==> src/rtl/mfd_pkg.sv <==
// Shared definitions for the motor fault detector.
// Assumes: three fault kinds, with priority given by the numeric code value.
package mfd_pkg;

    typedef enum logic [1:0] {
        FC_NONE     = 2'b00,
        FC_OPEN     = 2'b01,
        FC_OVERCUR  = 2'b10,
        FC_OVERHEAT = 2'b11
    } fault_code_e;

    localparam int NUM_KINDS  = 3;
    localparam int IDX_OPEN   = 0;
    localparam int IDX_OC     = 1;
    localparam int IDX_OT     = 2;

endpackage

==> src/rtl/mfd_open_det.sv <==
// Open-lead detector for one phase pair.
// Records whether negative flyback current appeared during an off window.
// At the first cycle after the window it counts windows without flyback,
// and it pulses open_hit_o when that count reaches the (non-zero) limit.
// Assumes the inputs are synchronous to clk.
module mfd_open_det #(
    parameter int CNT_W = 4
) (
    input  logic             clk,
    input  logic             rst_n,
    input  logic             off_win_i,
    input  logic             neg_cur_i,
    input  logic             mask_i,
    input  logic [CNT_W-1:0] limit_i,
    output logic             open_hit_o
);

    localparam logic [CNT_W-1:0] CNT_MAX = {CNT_W{1'b1}};
    localparam logic [CNT_W-1:0] CNT_ONE = {{(CNT_W-1){1'b0}}, 1'b1};

    logic             off_q;
    logic             seen_q;
    logic [CNT_W-1:0] miss_cnt_q;
    logic [CNT_W-1:0] cnt_nxt;
    logic [CNT_W-1:0] lim_eff;
    logic             win_end;

    // Derive the window-end strobe, the saturating next count and the effective limit.
    always_comb begin
        win_end = off_q & ~off_win_i;
        cnt_nxt = (miss_cnt_q == CNT_MAX) ? CNT_MAX : miss_cnt_q + CNT_ONE;
        lim_eff = (limit_i == '0) ? CNT_ONE : limit_i;
    end

    // Trip when a window without flyback brings the miss count up to the limit.
    always_comb begin
        open_hit_o = win_end & ~seen_q & ~mask_i & (cnt_nxt >= lim_eff);
    end

    // Track the window, the flyback-seen flag and the consecutive miss count.
    always_ff @(posedge clk) begin
        if (!rst_n) begin
            off_q      <= 1'b0;
            seen_q     <= 1'b0;
            miss_cnt_q <= '0;
        end else begin
            off_q <= off_win_i;
            if (mask_i) begin
                seen_q     <= 1'b0;
                miss_cnt_q <= '0;
            end else if (win_end) begin
                seen_q     <= 1'b0;
                miss_cnt_q <= seen_q ? '0 : cnt_nxt;
            end else if (off_win_i && neg_cur_i) begin
                seen_q <= 1'b1;
            end
        end
    end


    // flyback_clears_chk
    flyback_clears_chk: assert property (@(posedge clk) disable iff (!rst_n)
        (win_end && seen_q && !mask_i) |=> (miss_cnt_q == '0));


    // mask_holds_zero_chk
    mask_holds_zero_chk: assert property (@(posedge clk) disable iff (!rst_n)
        mask_i |=> (miss_cnt_q == '0));


    // mask_no_trip_chk
    mask_no_trip_chk: assert property (@(posedge clk) disable iff (!rst_n)
        mask_i |-> !open_hit_o);

endmodule

==> src/rtl/mfd_fault_latch.sv <==
// Sticky fault store and type encoder.
// Each kind of fault sets its own bit, and only reset clears the bits.
// The code shows the highest-priority stored kind, and the flag is active low.
// Assumes the hit inputs are single-cycle or level qualified strobes.
module mfd_fault_latch
    import mfd_pkg::*;
(
    input  logic                 clk,
    input  logic                 rst_n,
    input  logic                 open_hit_i,
    input  logic                 oc_hit_i,
    input  logic                 ot_hit_i,
    output logic [NUM_KINDS-1:0] lat_o,
    output logic                 fault_n_o,
    output logic [1:0]           fault_code_o
);

    logic [NUM_KINDS-1:0] lat_q;
    logic [NUM_KINDS-1:0] hit_vec;
    fault_code_e          code;

    // Gather the hit strobes into the same bit order as the store.
    always_comb begin
        hit_vec           = '0;
        hit_vec[IDX_OPEN] = open_hit_i;
        hit_vec[IDX_OC]   = oc_hit_i;
        hit_vec[IDX_OT]   = ot_hit_i;
    end

    // Set bits on hits and hold them until reset.
    always_ff @(posedge clk) begin
        if (!rst_n) begin
            lat_q <= '0;
        end else begin
            lat_q <= lat_q | hit_vec;
        end
    end

    // Encode the highest stored kind.
    always_comb begin
        if (lat_q[IDX_OT])        code = FC_OVERHEAT;
        else if (lat_q[IDX_OC])   code = FC_OVERCUR;
        else if (lat_q[IDX_OPEN]) code = FC_OPEN;
        else                      code = FC_NONE;
    end

    assign lat_o        = lat_q;
    assign fault_code_o = code;
    assign fault_n_o    = ~|lat_q;


    // sticky_latch_chk
    sticky_latch_chk: assert property (@(posedge clk) disable iff (!rst_n)
        (($past(lat_q) & ~lat_q) == '0));


    // code_flag_agree_chk
    code_flag_agree_chk: assert property (@(posedge clk) disable iff (!rst_n)
        ((fault_code_o == FC_NONE) == fault_n_o));

endmodule

==> src/rtl/mfd_drive_gate.sv <==
// Forces every gate output low while the kill input is high.
// Assumes kill comes from the registered fault store, so it is glitch free.
module mfd_drive_gate #(
    parameter int N_OUT = 4
) (
    input  logic [N_OUT-1:0] req_i,
    input  logic             kill_i,
    output logic [N_OUT-1:0] drive_o
);

    // One AND gate per output.
    for (genvar g = 0; g < N_OUT; g++) begin : g_gate
        assign drive_o[g] = req_i[g] & ~kill_i;
    end

endmodule

==> src/rtl/motor_fault_guard.sv <==
// Top level of the latched motor fault detector and encoder.
// Qualifies the overcurrent flag against blanking, runs one open-lead detector
// per phase pair, stores faults and gates the drive outputs.
// Assumes all inputs are synchronous to clk, and that rst_n also serves as the power-on reset.
module motor_fault_guard
    import mfd_pkg::*;
#(
    parameter int NUM_PAIRS = 2,
    parameter int CNT_W     = 4
) (
    input  logic                   clk,
    input  logic                   rst_n,
    input  logic [2*NUM_PAIRS-1:0] drive_req_i,
    input  logic                   blank_i,
    input  logic                   oc_cmp_i,
    input  logic                   ot_flag_i,
    input  logic [NUM_PAIRS-1:0]   off_win_i,
    input  logic [NUM_PAIRS-1:0]   neg_cur_i,
    input  logic                   open_mask_i,
    input  logic [CNT_W-1:0]       open_limit_i,
    output logic [2*NUM_PAIRS-1:0] drive_o,
    output logic                   fault_n_o,
    output logic [1:0]             fault_code_o
);

    localparam int N_OUT = 2 * NUM_PAIRS;

    logic [NUM_PAIRS-1:0] pair_hit;
    logic                 open_hit;
    logic                 oc_hit;
    logic [NUM_KINDS-1:0] lat;

    // One open-lead detector per phase pair.
    for (genvar p = 0; p < NUM_PAIRS; p++) begin : g_pair
        mfd_open_det #(.CNT_W(CNT_W)) i_open_det (
            .clk        (clk),
            .rst_n      (rst_n),
            .off_win_i  (off_win_i[p]),
            .neg_cur_i  (neg_cur_i[p]),
            .mask_i     (open_mask_i),
            .limit_i    (open_limit_i),
            .open_hit_o (pair_hit[p])
        );
    end

    // Combine the pair strobes, and mask overcurrent during blanking.
    always_comb begin
        open_hit = |pair_hit;
        oc_hit   = oc_cmp_i & ~blank_i;
    end

    mfd_fault_latch i_latch (
        .clk          (clk),
        .rst_n        (rst_n),
        .open_hit_i   (open_hit),
        .oc_hit_i     (oc_hit),
        .ot_hit_i     (ot_flag_i),
        .lat_o        (lat),
        .fault_n_o    (fault_n_o),
        .fault_code_o (fault_code_o)
    );

    mfd_drive_gate #(.N_OUT(N_OUT)) i_gate (
        .req_i   (drive_req_i),
        .kill_i  (|lat),
        .drive_o (drive_o)
    );


    // drive_killed_chk
    drive_killed_chk: assert property (@(posedge clk) disable iff (!rst_n)
        !fault_n_o |-> (drive_o == '0));


    // blank_masks_oc_chk
    blank_masks_oc_chk: assert property (@(posedge clk) disable iff (!rst_n)
        (!lat[IDX_OC] && blank_i) |=> !lat[IDX_OC]);


    // overheat_stores_chk
    overheat_stores_chk: assert property (@(posedge clk) disable iff (!rst_n)
        ot_flag_i |=> (fault_code_o == FC_OVERHEAT));

endmodule

==> config.mk <==
export PLATFORM = sky130hd
export DESIGN_NAME = motor_fault_guard
export DESIGN_NICKNAME = d
export VERILOG_FILES = /design/src/rtl/mfd_pkg.sv /design/src/rtl/mfd_open_det.sv /design/src/rtl/mfd_fault_latch.sv /design/src/rtl/mfd_drive_gate.sv /design/src/rtl/motor_fault_guard.sv
export SDC_FILE = /design/constraint.sdc
export NUM_CORES = 1
export LEC_CHECK = 0
export BUFFER_PORTS_ARGS = -buffer_cell sky130_fd_sc_hd__buf_4
export CAP_MARGIN = 15
export CORE_MARGIN = 5
export CORE_UTILIZATION = 31
export CTS_CLUSTER_DIAMETER = 40
export DETAILED_ROUTE_END_ITERATION = 10
export PLACE_DENSITY_LB_ADDON = 0.15
export SLEW_MARGIN = 0
export SYNTH_ARGS = -nofsm -noshare
export SYNTH_HDL_FRONTEND = slang
export SYNTH_SLANG_ARGS = --single-unit
==> constraint.sdc <==
create_clock -name clk -period 2.65 [get_ports clk]
set_input_delay 0.1325 -clock clk [delete_from_list [all_inputs] [get_ports clk]]
set_output_delay 0.1325 -clock clk [all_outputs]
set_load 0.02 [all_outputs]
==> flow_metrics.py <==
metrics = {
    "clock_tree": {
        "cts_tree": "yes",
        "cts_buffers": 3,
        "cts_resized": 0,
        "htree_num_levels": 1,
        "cts_hold_buffers": 0,
        "clk_pin_slew_ns": 0.09,
        "cts_sinks": 15,
        "cts_setup_buffers": 0,
        "cts_buffer_depth": 2,
        "clockRootBuffer": "clkbuf_4",
        "clock_latency_ns": 0.28,
    },
    "yosys": {
        "ys_seq_elements": 15,
        "syn_nets": 131,
        "synth_area_um2": 868,
        "postSynthAreaPerCell_um2": 8.27,
        "syn_inst": 105,
        "seq_area_frac_synth_pct": 34.6,
        "yosys.cell_types.count": 25,
        "ys_warn_count": 0,
    },
    "hold_path": {
        "min_to": "i_latch.lat_o[2]",
        "hp-start": "ot_flag_i",
        "hold_depth": 2,
        "hp-class": "input pin to register",
    },
    "layout": {
        "antennaDiodeCount": 0,
        "design_area_um2": 1110,
        "num-nets-final": 159,
        "drive_gt1_share_pct": 25.0,
        "instances_no_fill": 163,
        "filler_cell_count": 292,
        "area_growth_pct": 27.8,
        "fin_util_pct": 41.0,
    },
    "floorplan": {
        "initial_utilization_pct": 32.0,
        "core_um2": 2710,
        "die_w_um": 62.9,
        "io_pins": 25,
        "num_rows": 19,
        "die_area_um2": 3960,
        "die_height_um": 62.9,
    },
    "setup_path": {
        "path_common_cell": "ha_1",
        "cpMaxStageDelayCell": "dfxtp_1",
        "endpoint_kind": "register",
        "cp_cell_sequence": "ha_1, nand3_1, nand2_1, inv_1, ha_1, nand2b_1, a21oi_1, maj3_2, o21ai_1, a21o_1",
        "critPathLaunchType": "register",
        "r2r_end": "i_latch.lat_o[0]",
        "r2r_cells": 10,
        "r2r_slack_ns": 0.64,
        "critPathMaxStageDelay_ns": 0.39,
        "cp.required_ns": 2.83,
        "worst-path-buf-inv": 1,
        "crit_type": "register to register",
        "crit_fanout": 5,
        "regToRegStartpoint": "g_pair[1].i_open_det.miss_cnt_q[0]",
        "crit_family": "adder cells",
        "arrival_ns": 2.19,
    },
    "grt": {
        "grt_overflow_total": 0,
        "grt_pass1_wl_um": 3170,
        "grt_start_max_net_pins": 11,
        "antenna_found_initial": 0,
        "grt_pass1_vias": 771,
        "gr-usage-all-layers_pct": 9.87,
    },
    "sta": {
        "hold_viol_final": 0,
        "rsz0062_at_grt": "false",
        "setup_viol": 0,
        "fmax_ghz": 0.499,
        "clock_skew_ns": 0.00373,
        "report.final.slew_viol_count": 0,
        "setup_tns_ns": 0,
        "min_period_ns": 2.01,
        "slew-limit-headroom_pct": 72.8,
        "post-route-worst-setup-slack_ns": 0.644,
        "worst_pin_slew_ns": 0.408,
        "period_share_pct": 75.7,
        "worst_hold_slack_ns": 0.0450,
    },
    "drt": {
        "first_pass_iters": 4,
        "drc": 0,
        "drt-initial-drc-count": 49,
        "routedWlPerCell_um": 11.1,
        "viasPerCell": 4.89,
        "wl_um": 1810,
        "via_count": 797,
        "postRouteAntennaNets": 0,
    },
    "power_and_ir_drop": {
        "vdd_drop_max_v": 0.000379,
        "seqPwrFrac_pct": 52.5,
        "power_density_nw_per_um2": 402,
        "intPower_uw": 333,
        "p_clk_share_pct": 27.9,
        "p_leak_nw": 0.505,
        "switchingPower_uw": 114,
        "total_power_uw": 447,
        "combPwrFrac_pct": 19.6,
        "swShare_pct": 25.6,
    },
    "placed_design": {
        "hpwl_um": 1540,
        "pre_cts_slack_ns": 0.644,
        "dpl_cell_area_um2": 1080,
        "place_inst": 159,
        "gp_congestion": 0.837,
        "io_buffers": 24,
    },
    "outcome": {
        "status": "complete, no violations",
    },
    "job": {
        "max-cap-violations": 0,
    },
}
[worst reg2reg max path: stages (launching register included)]
cell	delay, ns
dfxtp_1	0.39
ha_1	0.26
nand3_1	0.12
nand2_1	0.10
inv_1	0.05
ha_1	0.27
nand2b_1	0.14
a21oi_1	0.17
maj3_2	0.21
o21ai_1	0.06
a21o_1	0.15
[logic make-up (layout without fill, tap and decap cells)]
group / count (synthesis) / after routing / synth area share, %
compound gates: 25 / 25 / 19.2
buf+inv: 11 / 38 / 4.90
simple gates: 44 / 44 / 27.2
fa+ha+maj: 10 / 10 / 14.1
flops: 15 / 15 / 34.6
[worst max path at each step]
stage	startpoint	to	slack [ns]	depth (start not counted)
2_1_floorplan	g_pair[1].i_open_det.miss_cnt_q[0]	i_latch.lat_o[0]	0.81	10
3_3_place_gp	g_pair[1].i_open_det.miss_cnt_q[0]	i_latch.lat_o[0]	0.65	10
3_5_place_dp	g_pair[1].i_open_det.miss_cnt_q[0]	i_latch.lat_o[0]	0.64	10
4_1_cts	g_pair[1].i_open_det.miss_cnt_q[0]	i_latch.lat_o[0]	0.62	10
6_report	g_pair[1].i_open_det.miss_cnt_q[0]	i_latch.lat_o[0]	0.64	10
5_1_grt	g_pair[1].i_open_det.miss_cnt_q[0]	i_latch.lat_o[0]	0.42	10
[routing by layer]
metal / part of all wire [%] / global-route usage [%] / vias to the layer above
met3: 3.3 / 4.50 / 0
met1: 44 / 10.8 / 367
met2: 53 / 17.6 / 6
met4: 0 / 1.59 / 0
li1: - / - / 424
met5: 0 / 0 / -
[cell type report]
type,count,area [um2],area share (%)
Tap cell,31,38.8,3.49
Clock inverter,1,5.00,0.451
Multi-Input combinational cell,79,526,47.4
Clock buffer,3,22.5,2.03
Inverter,10,37.5,3.38
Sequential cell,15,300,27.1
Timing Repair Buffer,24,180,16.2
[synth_stat cells]
master    count  area [um2]
a21boi_1      1        7.51
a21o_1        2        15.0
a21oi_1       9        45.0
a21oi_2       1        8.76
a22oi_1       5        37.5
a32o_1        1        10.0
a32oi_1       1        8.76
and2_1        6        37.5
buf_2         1        5.00
dfxtp_1      15         300
ha_1          8         100
inv_1         9        33.8
inv_2         1        3.75
maj3_2        2        22.5
nand2_1       2        7.51
nand2b_1      8        50.1
nand3_1       5        25.0
nand3b_1      2        15.0
nor2_1        8        30.0
nor2b_1       3        18.8
nor3_1        8        40.0
o21a_1        1        7.51
o21ai_1       3        15.0
o21bai_2      1        11.3
or2_1         2        12.5
[sequential cells by signal, summed over array words and instances (netlist names)]
register	count
g_pair.i_open_det.miss_cnt_q	8
i_latch.lat_o	3
g_pair.i_open_det.off_q	2
g_pair.i_open_det.seen_q	2
[cells in the final DEF, fill, tap and decap left out, drive strengths merged]
master	n
nor3	8
o21ai	3
a22oi	5
nand3b	2
nor2b	3
inv	10
a32o	1
a21o	2
maj3	2
nand3	5
ha	8
a21oi	10
a32oi	1
buf	24
dfxtp	15
clkbuf	3
a21boi	1
o21a	1
nor2	8
and2	6
or2	2
nand2	2
o21bai	1
nand2b	8
clkinv	1
[power groups by stage]
stage	Clock, mW	Sequential (mW)	Combinational, mW
2_1_floorplan	0	0.239	0.0469
3_3_place_gp	0	0.240	0.0878
3_5_place_dp	0	0.240	0.0887
4_1_cts	0.135	0.235	0.0890
5_1_grt	0.152	0.236	0.0968
6_report	0.125	0.235	0.0874
Power figures use the tool's default switching activity.
